### src/rtl/slink_rx_pkg.sv
package slink_rx_pkg;
  localparam int TAG_BITS  = 16;
  localparam int SLOT_BITS = 20;
  localparam int NUM_SLOTS = 12;
  localparam int SMP_BITS  = 18;
  localparam int ADDR_BITS = 7;
  localparam int WDAT_BITS = 16;

  // length in bits of slot idx (slot 0 is the tag)
  function automatic int slot_len(input int idx, input int tag_w, input int slot_w);
    return (idx == 0) ? tag_w : slot_w;
  endfunction
endpackage

### src/rtl/slink_rx_framer.sv
module slink_rx_framer
  import slink_rx_pkg::*;
#(
  parameter int TAG_W   = TAG_BITS,
  parameter int SLOT_W  = SLOT_BITS,
  parameter int N_SLOTS = NUM_SLOTS,
  localparam int SIW    = $clog2(N_SLOTS + 1),
  localparam int PW     = $clog2((SLOT_W > TAG_W) ? SLOT_W : TAG_W)
) (
  input  logic           bclk,
  input  logic           rst_n,
  input  logic           sync_in,
  output logic           sync_rise,
  output logic           frame_active,
  output logic           bit_take,
  output logic           last_bit,
  output logic [SIW-1:0] slot_idx,
  output logic [PW-1:0]  bit_pos
);
  logic sync_q;

  always_comb begin
    sync_rise = sync_in & ~sync_q;
    bit_take  = frame_active & ~sync_rise;
    last_bit  = bit_take &
                (bit_pos == PW'(slot_len(int'(slot_idx), TAG_W, SLOT_W) - 1));
  end

  always_ff @(negedge bclk or negedge rst_n) begin
    if (!rst_n) begin
      sync_q       <= 1'b0;
      frame_active <= 1'b0;
      slot_idx     <= '0;
      bit_pos      <= '0;
    end else begin
      sync_q <= sync_in;
      if (sync_rise) begin
        frame_active <= 1'b1;
        slot_idx     <= '0;
        bit_pos      <= '0;
      end else if (last_bit) begin
        bit_pos <= '0;
        if (slot_idx == SIW'(N_SLOTS)) frame_active <= 1'b0;
        else                           slot_idx     <= slot_idx + 1'b1;
      end else if (bit_take) begin
        bit_pos <= bit_pos + 1'b1;
      end
    end
  end
endmodule

### src/rtl/slink_rx_shift.sv
module slink_rx_shift #(
  parameter int W = 20
) (
  input  logic         bclk,
  input  logic         rst_n,
  input  logic         bit_take,
  input  logic         sdata_in,
  output logic [W-1:0] word
);
  logic [W-2:0] sh_q;

  // the word including the bit being sampled on this edge
  assign word = {sh_q, sdata_in};

  always_ff @(negedge bclk or negedge rst_n) begin
    if (!rst_n)        sh_q <= '0;
    else if (bit_take) sh_q <= word[W-2:0];
  end
endmodule

### src/rtl/slink_rx_decode.sv
module slink_rx_decode
  import slink_rx_pkg::*;
#(
  parameter int TAG_W   = TAG_BITS,
  parameter int SLOT_W  = SLOT_BITS,
  parameter int N_SLOTS = NUM_SLOTS,
  parameter int SMP_W   = SMP_BITS,
  parameter int ADDR_W  = ADDR_BITS,
  parameter int WD_W    = WDAT_BITS,
  localparam int SIW    = $clog2(N_SLOTS + 1)
) (
  input  logic                       bclk,
  input  logic                       rst_n,
  input  logic                       last_bit,
  input  logic [SIW-1:0]             slot_idx,
  input  logic [SLOT_W-1:0]          word,
  output logic                       cmd_valid,
  output logic                       cmd_rd,
  output logic [ADDR_W-1:0]          cmd_addr,
  output logic [WD_W-1:0]            cmd_wdata,
  output logic [1:0]                 smp_valid,
  output logic [1:0][SMP_W-1:0]      smp_data
);
  localparam int SLOT_CMD  = 1;
  localparam int SLOT_WDAT = 2;
  localparam int SLOT_SMP0 = 3;

  logic [TAG_W-1:0]  tag_q;
  logic              rd_q;
  logic [ADDR_W-1:0] addr_q;

  function automatic logic slot_ok(input logic [TAG_W-1:0] t, input int idx);
    return t[TAG_W-1] & t[TAG_W-1-idx];
  endfunction
  function automatic logic [ADDR_W-1:0] f_addr(input logic [SLOT_W-1:0] w);
    return w[SLOT_W-2 -: ADDR_W];
  endfunction
  function automatic logic [WD_W-1:0] f_wdata(input logic [SLOT_W-1:0] w);
    return w[SLOT_W-1 -: WD_W];
  endfunction
  function automatic logic [SMP_W-1:0] f_sample(input logic [SLOT_W-1:0] w);
    return w[SLOT_W-1 -: SMP_W];
  endfunction

  logic at_tag, at_cmd, at_wdat, cmd_fire;
  always_comb begin
    at_tag   = last_bit && (slot_idx == '0);
    at_cmd   = last_bit && (slot_idx == SIW'(SLOT_CMD));
    at_wdat  = last_bit && (slot_idx == SIW'(SLOT_WDAT));
    cmd_fire = at_wdat && slot_ok(tag_q, SLOT_CMD) &&
               (rd_q || tag_q[TAG_W-1-SLOT_WDAT]);
  end

  always_ff @(negedge bclk or negedge rst_n) begin
    if (!rst_n) begin
      tag_q     <= '0;
      rd_q      <= 1'b0;
      addr_q    <= '0;
      cmd_valid <= 1'b0;
      cmd_rd    <= 1'b0;
      cmd_addr  <= '0;
      cmd_wdata <= '0;
    end else begin
      cmd_valid <= 1'b0;
      if (at_tag) tag_q <= word[TAG_W-1:0];
      if (at_cmd) begin
        rd_q   <= word[SLOT_W-1];
        addr_q <= f_addr(word);
      end
      if (cmd_fire) begin
        cmd_valid <= 1'b1;
        cmd_rd    <= rd_q;
        cmd_addr  <= addr_q;
        cmd_wdata <= rd_q ? '0 : f_wdata(word);
      end
    end
  end

  for (genvar c = 0; c < 2; c++) begin : g_ch
    localparam int SL = SLOT_SMP0 + c;
    logic             v_q;
    logic [SMP_W-1:0] d_q;
    always_ff @(negedge bclk or negedge rst_n) begin
      if (!rst_n) begin
        v_q <= 1'b0;
        d_q <= '0;
      end else begin
        v_q <= 1'b0;
        if (last_bit && (slot_idx == SIW'(SL)) && slot_ok(tag_q, SL)) begin
          v_q <= 1'b1;
          d_q <= f_sample(word);
        end
      end
    end
    assign smp_valid[c] = v_q;
    assign smp_data[c]  = d_q;
  end
endmodule

### src/rtl/slink_rx_top.sv
module slink_rx_top
  import slink_rx_pkg::*;
#(
  parameter int TAG_W   = TAG_BITS,
  parameter int SLOT_W  = SLOT_BITS,
  parameter int N_SLOTS = NUM_SLOTS,
  parameter int SMP_W   = SMP_BITS,
  parameter int ADDR_W  = ADDR_BITS,
  parameter int WD_W    = WDAT_BITS,
  localparam int SIW    = $clog2(N_SLOTS + 1),
  localparam int PW     = $clog2((SLOT_W > TAG_W) ? SLOT_W : TAG_W)
) (
  input  logic              bclk,
  input  logic              rst_n,
  input  logic              sync_in,
  input  logic              sdata_in,
  output logic              cmd_valid,
  output logic              cmd_rd,
  output logic [ADDR_W-1:0] cmd_addr,
  output logic [WD_W-1:0]   cmd_wdata,
  output logic              left_valid,
  output logic [SMP_W-1:0]  left_data,
  output logic              right_valid,
  output logic [SMP_W-1:0]  right_data
);
  logic              sync_rise, frame_active, bit_take, last_bit;
  logic [SIW-1:0]    slot_idx;
  logic [PW-1:0]     bit_pos;
  logic [SLOT_W-1:0] word;
  logic [1:0]               smp_valid;
  logic [1:0][SMP_W-1:0]    smp_data;

  slink_rx_framer #(.TAG_W(TAG_W), .SLOT_W(SLOT_W), .N_SLOTS(N_SLOTS)) u_framer (
    .bclk(bclk), .rst_n(rst_n), .sync_in(sync_in),
    .sync_rise(sync_rise), .frame_active(frame_active), .bit_take(bit_take),
    .last_bit(last_bit), .slot_idx(slot_idx), .bit_pos(bit_pos)
  );

  slink_rx_shift #(.W(SLOT_W)) u_shift (
    .bclk(bclk), .rst_n(rst_n), .bit_take(bit_take), .sdata_in(sdata_in), .word(word)
  );

  slink_rx_decode #(
    .TAG_W(TAG_W), .SLOT_W(SLOT_W), .N_SLOTS(N_SLOTS),
    .SMP_W(SMP_W), .ADDR_W(ADDR_W), .WD_W(WD_W)
  ) u_decode (
    .bclk(bclk), .rst_n(rst_n), .last_bit(last_bit), .slot_idx(slot_idx), .word(word),
    .cmd_valid(cmd_valid), .cmd_rd(cmd_rd), .cmd_addr(cmd_addr), .cmd_wdata(cmd_wdata),
    .smp_valid(smp_valid), .smp_data(smp_data)
  );

  assign left_valid  = smp_valid[0];
  assign left_data   = smp_data[0];
  assign right_valid = smp_valid[1];
  assign right_data  = smp_data[1];
endmodule

### config.mk
export PLATFORM = sky130hd
export DESIGN_NAME = slink_rx_top
export DESIGN_NICKNAME = d
export VERILOG_FILES = /design/src/rtl/slink_rx_pkg.sv /design/src/rtl/slink_rx_framer.sv /design/src/rtl/slink_rx_shift.sv /design/src/rtl/slink_rx_decode.sv /design/src/rtl/slink_rx_top.sv
export SDC_FILE = /design/constraint.sdc
export NUM_CORES = 1
export LEC_CHECK = 0
export ABC_CLOCK_PERIOD_IN_PS = 3400
export BUFFER_PORTS_ARGS = -buffer_cell sky130_fd_sc_hd__buf_2
export CAP_MARGIN = 20
export CORE_MARGIN = 1.5
export CORE_UTILIZATION = 40
export DETAILED_ROUTE_END_ITERATION = 16
export HOLD_SLACK_MARGIN = 0.12
export PLACE_DENSITY_LB_ADDON = 0.1
export SLEW_MARGIN = 25
export SYNTH_ARGS = -nofsm -noshare
export SYNTH_HDL_FRONTEND = slang
export SYNTH_SLANG_ARGS = --single-unit
### constraint.sdc
create_clock -name bclk -period 3.4 [get_ports bclk]
set_input_delay 1.02 -clock bclk [delete_from_list [all_inputs] [get_ports bclk]]
set_output_delay 1.02 -clock bclk [all_outputs]
set_load 0.1 [all_outputs]
==> results.toml, run 1 <==
[yosys]
synth.avg_cell_area_sq_um = 14.6
synthArstFlopShare_pct = 100
synth_cell_types = 39
yosys.area.top_type = "dfrtn_1"
synth_common_cells = "dfrtn_1 (106), mux2_2 (83), nor2b_1 (18)"
synth_edf_count = 0
yosysSeqAreaShare_pct = 60.6
synth.yosys.warnings = 0
synth_area_leaders = "dfrtn_1 (61%), mux2_2 (21%), mux2_4 (3.4%)"
netlist_area_sq_um = 4380
syn_inst = 299
synth_ff_type = "dfrtn_1"
synth-seq-cells = 106
synth.net_count = 308
yosysMostFrequentCell = "dfrtn_1"
yosysTopAreaCellShare_pct = 60.6

[routing]
dr_total_vias = 2742
drt_iter0_markers = 83
wl_mm = 9.84
vias_per_cell = 4.88
drt-wirelength-per-cell_microns = 17.5
dr.pass1.iters = 4
antenna_left = 0
drc = 0

[cells_and_area]
syn_to_final_growth_pct = 53.0
fillers = 831
final_util_pct = 62.3
fin_cells = 562
fin_nets = 428
drive_gt1_share_pct = 56.6
antenna_cells = 0

[timing]
drv_slew = 0
hold_violations = 0
finalSetupViolations = 158
tns_ns = -52.88
fin_skew_ns = 0.00707
holdWs_ns = 0.449
slew_headroom_pct = 64.2
setup_ws_ns = -0.510
rsz0062_at_grt = "true"
worst_slew_pin_slew_ns = 0.536

[cts]
ctsHoldBuffers = 0
cts.sinks = 106
h-tree-depth = 3
numCtsBuffers = 9
path_clk_slew_ns = 0.06
cts_root_buffer = "clkbuf_8"
clockBufferDepth = 2
clock_latency_ns = 0.35
cts_tree = "yes"

[power]
p_leak_uw = 0.00321
ir_drop_mv = 0.369
power_density_nw_per_um2 = 393
p_total_uw = 2630

[grt]
grt_start_max_net_pins = 48
grt_usage_pct = 16.7
antenna_found_initial = 0
overflow = 0
first_global_vias = 2815
grt_pass1_wl_mm = 14.8

[worst_setup_path]
r2r_setup_slack_ns = 0.46
timing.rr.start = "u_framer.slot_idx[0]"
required_ns = 1.89
crit_fanout = 6
cp_data_arrival_time_ns = 2.40
critPathKind = "in2reg"
end_kind = "flip-flop"
rr_worst_depth = 8
r2r-end = "u_decode.g_ch[1].d_q[2]"
cp-start-kind = "primary input"

[flow_run]
drv_cap = 0

[floorplanning]
io_pins = 67
fp.dieArea_sq_um = 11600
die_w_microns = 108
start_util_pct = 40.7
core-area_sq_um = 10700
num_rows = 38
die_y_microns = 108

[worst_hold_path]
worstHoldEndpoint = "u_shift.sh_q[0]"
whs_path_depth = 1
hp-start = "u_shift.sh_q[0]"
hp-class = "reg2reg"

[placed_design]
io_buffers = 66
place_hpwl_mm = 6.04
placedCellCount = 500
gp_congestion = 0.806

[outcome]
status = "complete, but fails checks"
violations = "setup timing"
==> stage by stage <==
stage	worst slack, ns	instance area (sq um)
floorplan	-0.763	4550
global placement	-0.897	5970
detailed placement	-0.893	5970
CTS	-0.452	6420
global route	-0.538	6700
finish	-0.510	6700
==> sequential cells by signal (all words and copies together) (netlist names) <==
signal and count:
u_decode.cmd_rd 1, u_framer.sync_q 1, u_decode.cmd_valid 1, u_shift.sh_q 19, u_decode.addr_q 7, u_decode.cmd_wdata 16, u_decode.tag_q 5, u_decode.g_ch.v_q 2
u_framer.frame_active 1, u_decode.cmd_addr 7, u_decode.rd_q 1, u_framer.slot_idx 4, u_decode.g_ch.d_q 36, u_framer.bit_pos 5
==> timing repair <==
item / in CTS / in global routing
endpoints found under the setup margin: 158 / 157
buffers inserted: 26 / 16
cloned: 0 / 6
pin swaps: 4 / 3
gates resized for setup: 14 / 5
hold endpoints to repair: 0 / 0
==> logic make-up after synthesis <==
family	synth area share (%)
and+or+nand+nor	8.03
adders and majority gates	1.43
buffers and inverters	2.03
muxes	25.2
DFF	60.6
xor gates and xnor gates	0.200
AOI/OAI and AO/OA	2.46
==> worst max path at each step <==
stage | from | end | depth (start not counted)
after floorplan | sync_in | u_decode.g_ch[0].d_q[10] | 6
after global placement | sync_in | u_decode.addr_q[5] | 6
after detailed placement | sync_in | u_decode.addr_q[3] | 6
after CTS | sync_in | u_decode.cmd_wdata[15] | 7
after global routing | sync_in | u_decode.cmd_wdata[14] | 8
final | sync_in | u_decode.cmd_wdata[14] | 8
==> report_power, final <==
part | internal, uW | switching [uW]
sequential | 1390 | 167
combinational | 180 | 122
clock | 373 | 398
==> per-layer routing <==
metal  GRT usage [%]  vias up  wire, microns
met4            5.08        0            104
met3            4.06       10            333
met5               0        -              0
met2            26.6       49           4900
li1                -     1287              -
met1            22.6     1396           4500
==> cell type report <==
| cell class | count | area, sq um | area share (%) |
|---|---|---|---|
| multi-input cells | 174 | 1780 | 26.5 |
| repair buffers | 124 | 1890 | 28.2 |
| clock buffers | 12 | 155 | 2.32 |
| clock inverters | 2 | 37.5 | 0.560 |
| well taps | 140 | 175 | 2.62 |
| flip-flops and latches | 106 | 2650 | 39.6 |
| inverters | 4 | 15.0 | 0.224 |
==> critical path, stage by stage <==
cell      delay [ns]
buf_8           0.10
nand2b_4        0.07
nand4_1         0.11
buf_4           0.18
nor4b_4         0.27
buf_6           0.18
buf_6           0.16
mux2_4          0.31
==> cell usage in the layout (no fill, tap or decap), types with 3 or more instances in the layout <==
master	instances
dfrtn_1	106
buf_12	68
mux2_2	57
buf_4	44
mux2_4	36
nor2b_1	18
clkbuf_8	11
a21oi_1	7
nand2_1	7
ha_1	5
clkbuf_16	5
inv_1	4
o21ai_0	4
buf_6	4
nor2_1	3
nand4_1	3
Note: power is estimated with default switching activity, not from simulation.
==> run 2: changes to the inputs <==
Settings changed: CORE_UTILIZATION 40 to 56, GPL_TIMING_DRIVEN set to 0.
==> run 2 against run 1 <==
Net effect: the run still ends with setup timing left; sequential share of layout area fell by 0.63 points; critical path depth did not move; first-iteration DRC count rose to 3.0 times the previous value; non-clock buffer count rose by 13; cell count fell by 4.3%; clock skew rose by 0.013 ns; setup slack got worse by 0.091 ns; sequential power barely moved; via count rose by 18%; largest power group unchanged.
==> results.toml, run 2 (same netlist as run 1, synthesis figures left out) <==
[floorplanning]
io_pins = 67
fp.dieArea_sq_um = 8350
start_util_pct = 57.2
die_y_microns = 91.4
num_rows = 32
die_w_microns = 91.4
core-area_sq_um = 7650

[grt]
grt_start_max_net_pins = 68
first_global_vias = 3256
grt_pass1_wl_mm = 19.1
grt_use_met3_pct = 6.28
antenna_found_initial = 0
overflow = 0
busiest_layer = "met2"
grt_use_met2_pct = 50.3
use_met1_pct = 39.8
grt_usage_pct = 30.2

[worst_setup_path]
end_kind = "flip-flop"
critPathLaunch = "sync_in"
timing.rr.start = "u_framer.slot_idx[0]"
critPathKind = "in2reg"
required_ns = 1.89
cp-start-kind = "primary input"
cp_data_arrival_time_ns = 2.50
crit_fanout = 5

[worst_hold_path]
hp-class = "reg2reg"
hp-start = "u_shift.sh_q[0]"

[cts]
path_clk_slew_ns = 0.07
cts_tree = "yes"
numCtsBuffers = 9
clockBufferDepth = 2
cts_root_buffer = "clkbuf_8"
clock_latency_ns = 0.36
cts.sinks = 106
h-tree-depth = 3

[routing]
dr.pass1.iters = 5
dr_total_vias = 3225
drc = 0
wl_mm = 14.4
antenna_left = 0
drt-wirelength-per-cell_microns = 26.8
vias_per_cell = 5.99
drt_iter0_markers = 247

[placed_design]
gp_congestion = 0.747
placedCellCount = 468
place_hpwl_mm = 5.67
place_ws_ns = -1.15
io_buffers = 66

[outcome]
status = "complete, but fails checks"
violations = "setup timing"

[cells_and_area]
largest_reg_flops = 36
fin_nets = 441
syn_to_final_growth_pct = 55.5
fin_cells = 538
layout_commonest_cell = "dfrtn_1"
regMostFlops = "u_decode.g_ch.d_q"
antenna_cells = 0
final_cell_mix = "dfrtn_1 (106), buf_12 (68), mux2_4 (52), buf_4 (50), mux2_2 (41)"
top_regs = "u_decode.g_ch.d_q (36), u_shift.sh_q (19), u_decode.cmd_wdata (16)"
drive_gt1_share_pct = 56.7

[power]
ir_drop_mv = 0.294
power_density_nw_per_um2 = 413
p_leak_uw = 0.00333

[timing]
worst_slew_pin_slew_ns = 0.593
setup_ws_ns = -0.601
drv_slew = 0
slew_headroom_pct = 60.5
hold_violations = 0
rsz0062_at_grt = "true"
fin_skew_ns = 0.0199
finalSetupViolations = 158

[flow_run]
drv_cap = 0
[run 2: cell types whose count changed in the layout (fill, tap and decap cells not counted), sizes merged]
cell and delta:
buf +9, clkbuf +3, clkinv +1, inv +1
[run 2: final cells by class]
type | instances | area [sq um]
timing repair buffer | 125 | 1830
fill | 250 | 841
clock inverter | 4 | 51.3
sequential | 106 | 2650
multi-input combinational | 174 | 1830
clock buffer | 11 | 131
inverter | 4 | 15.0
buffer | 12 | 170
tap | 102 | 128
[run 2: worst paths after layout]
path	endpoint	slack (ns)	depth (start not counted)
setup / recovery	u_decode.cmd_wdata[1]	-0.60	8
hold / removal	u_shift.sh_q[1]	0.47	1
setup reg to reg	u_decode.g_ch[1].d_q[13]	0.33	9
hold reg to reg	u_shift.sh_q[1]	0.47	1
max in group asynchronous	u_framer.slot_idx[1]	0.54	2
min in group asynchronous	u_decode.g_ch[1].d_q[10]	2.15	1
[run 2: where the power goes]
group | leakage [uW] | total [uW] | switching [uW] | internal (uW)
Sequential | 0.00143 | 1590 | 201 | 1390
Clock | 0.0000898 | 811 | 471 | 340
Combinational | 0.00181 | 409 | 182 | 227
[run 2: worst max-delay path: stages]
cell and delay, ns:
buf_8 0.10, nand2b_4 0.08, nand4_1 0.12, buf_4 0.18
nor4b_4 0.27, buf_4 0.23, clkbuf_16 0.18, mux2_4 0.31
[run 2: metal layers]
metal  up-vias  part of all wire, %
li1       1320                    -
met1      1704                   40
met2       166                   51
met3        35                  5.6
met4         0                  2.7
met5         -                    0
[run 2: timing repair]
action | 4_1_cts | 5_1_grt
hold buffers | 0 | 0
pin swaps | 4 | 3
resized for setup | 269 | 30
endpoints found under the setup margin | 156 | 137
gates cloned | 2 | 1
endpoints found under the hold margin | 0 | 0
buffers inserted | 30 | 25
[run 2: through the flow]
stage / hold WS, ns / setup TNS, ns / area, sq um / total power, uW / utilization (%)
3_3_place_gp: 0.443 / -234.69 / 5010 / 1840 / 65.5
5_1_grt: 0.494 / -62.32 / 6810 / 2890 / 89.0
4_1_cts: 0.451 / -49.34 / 6480 / 2620 / 84.8
6_report: 0.465 / -60.22 / 6810 / 2810 / 89.0
3_5_place_dp: 0.447 / -88.00 / 5040 / 1860 / 65.9
2_1_floorplan: 0.434 / -68.85 / 4550 / 1740 / -
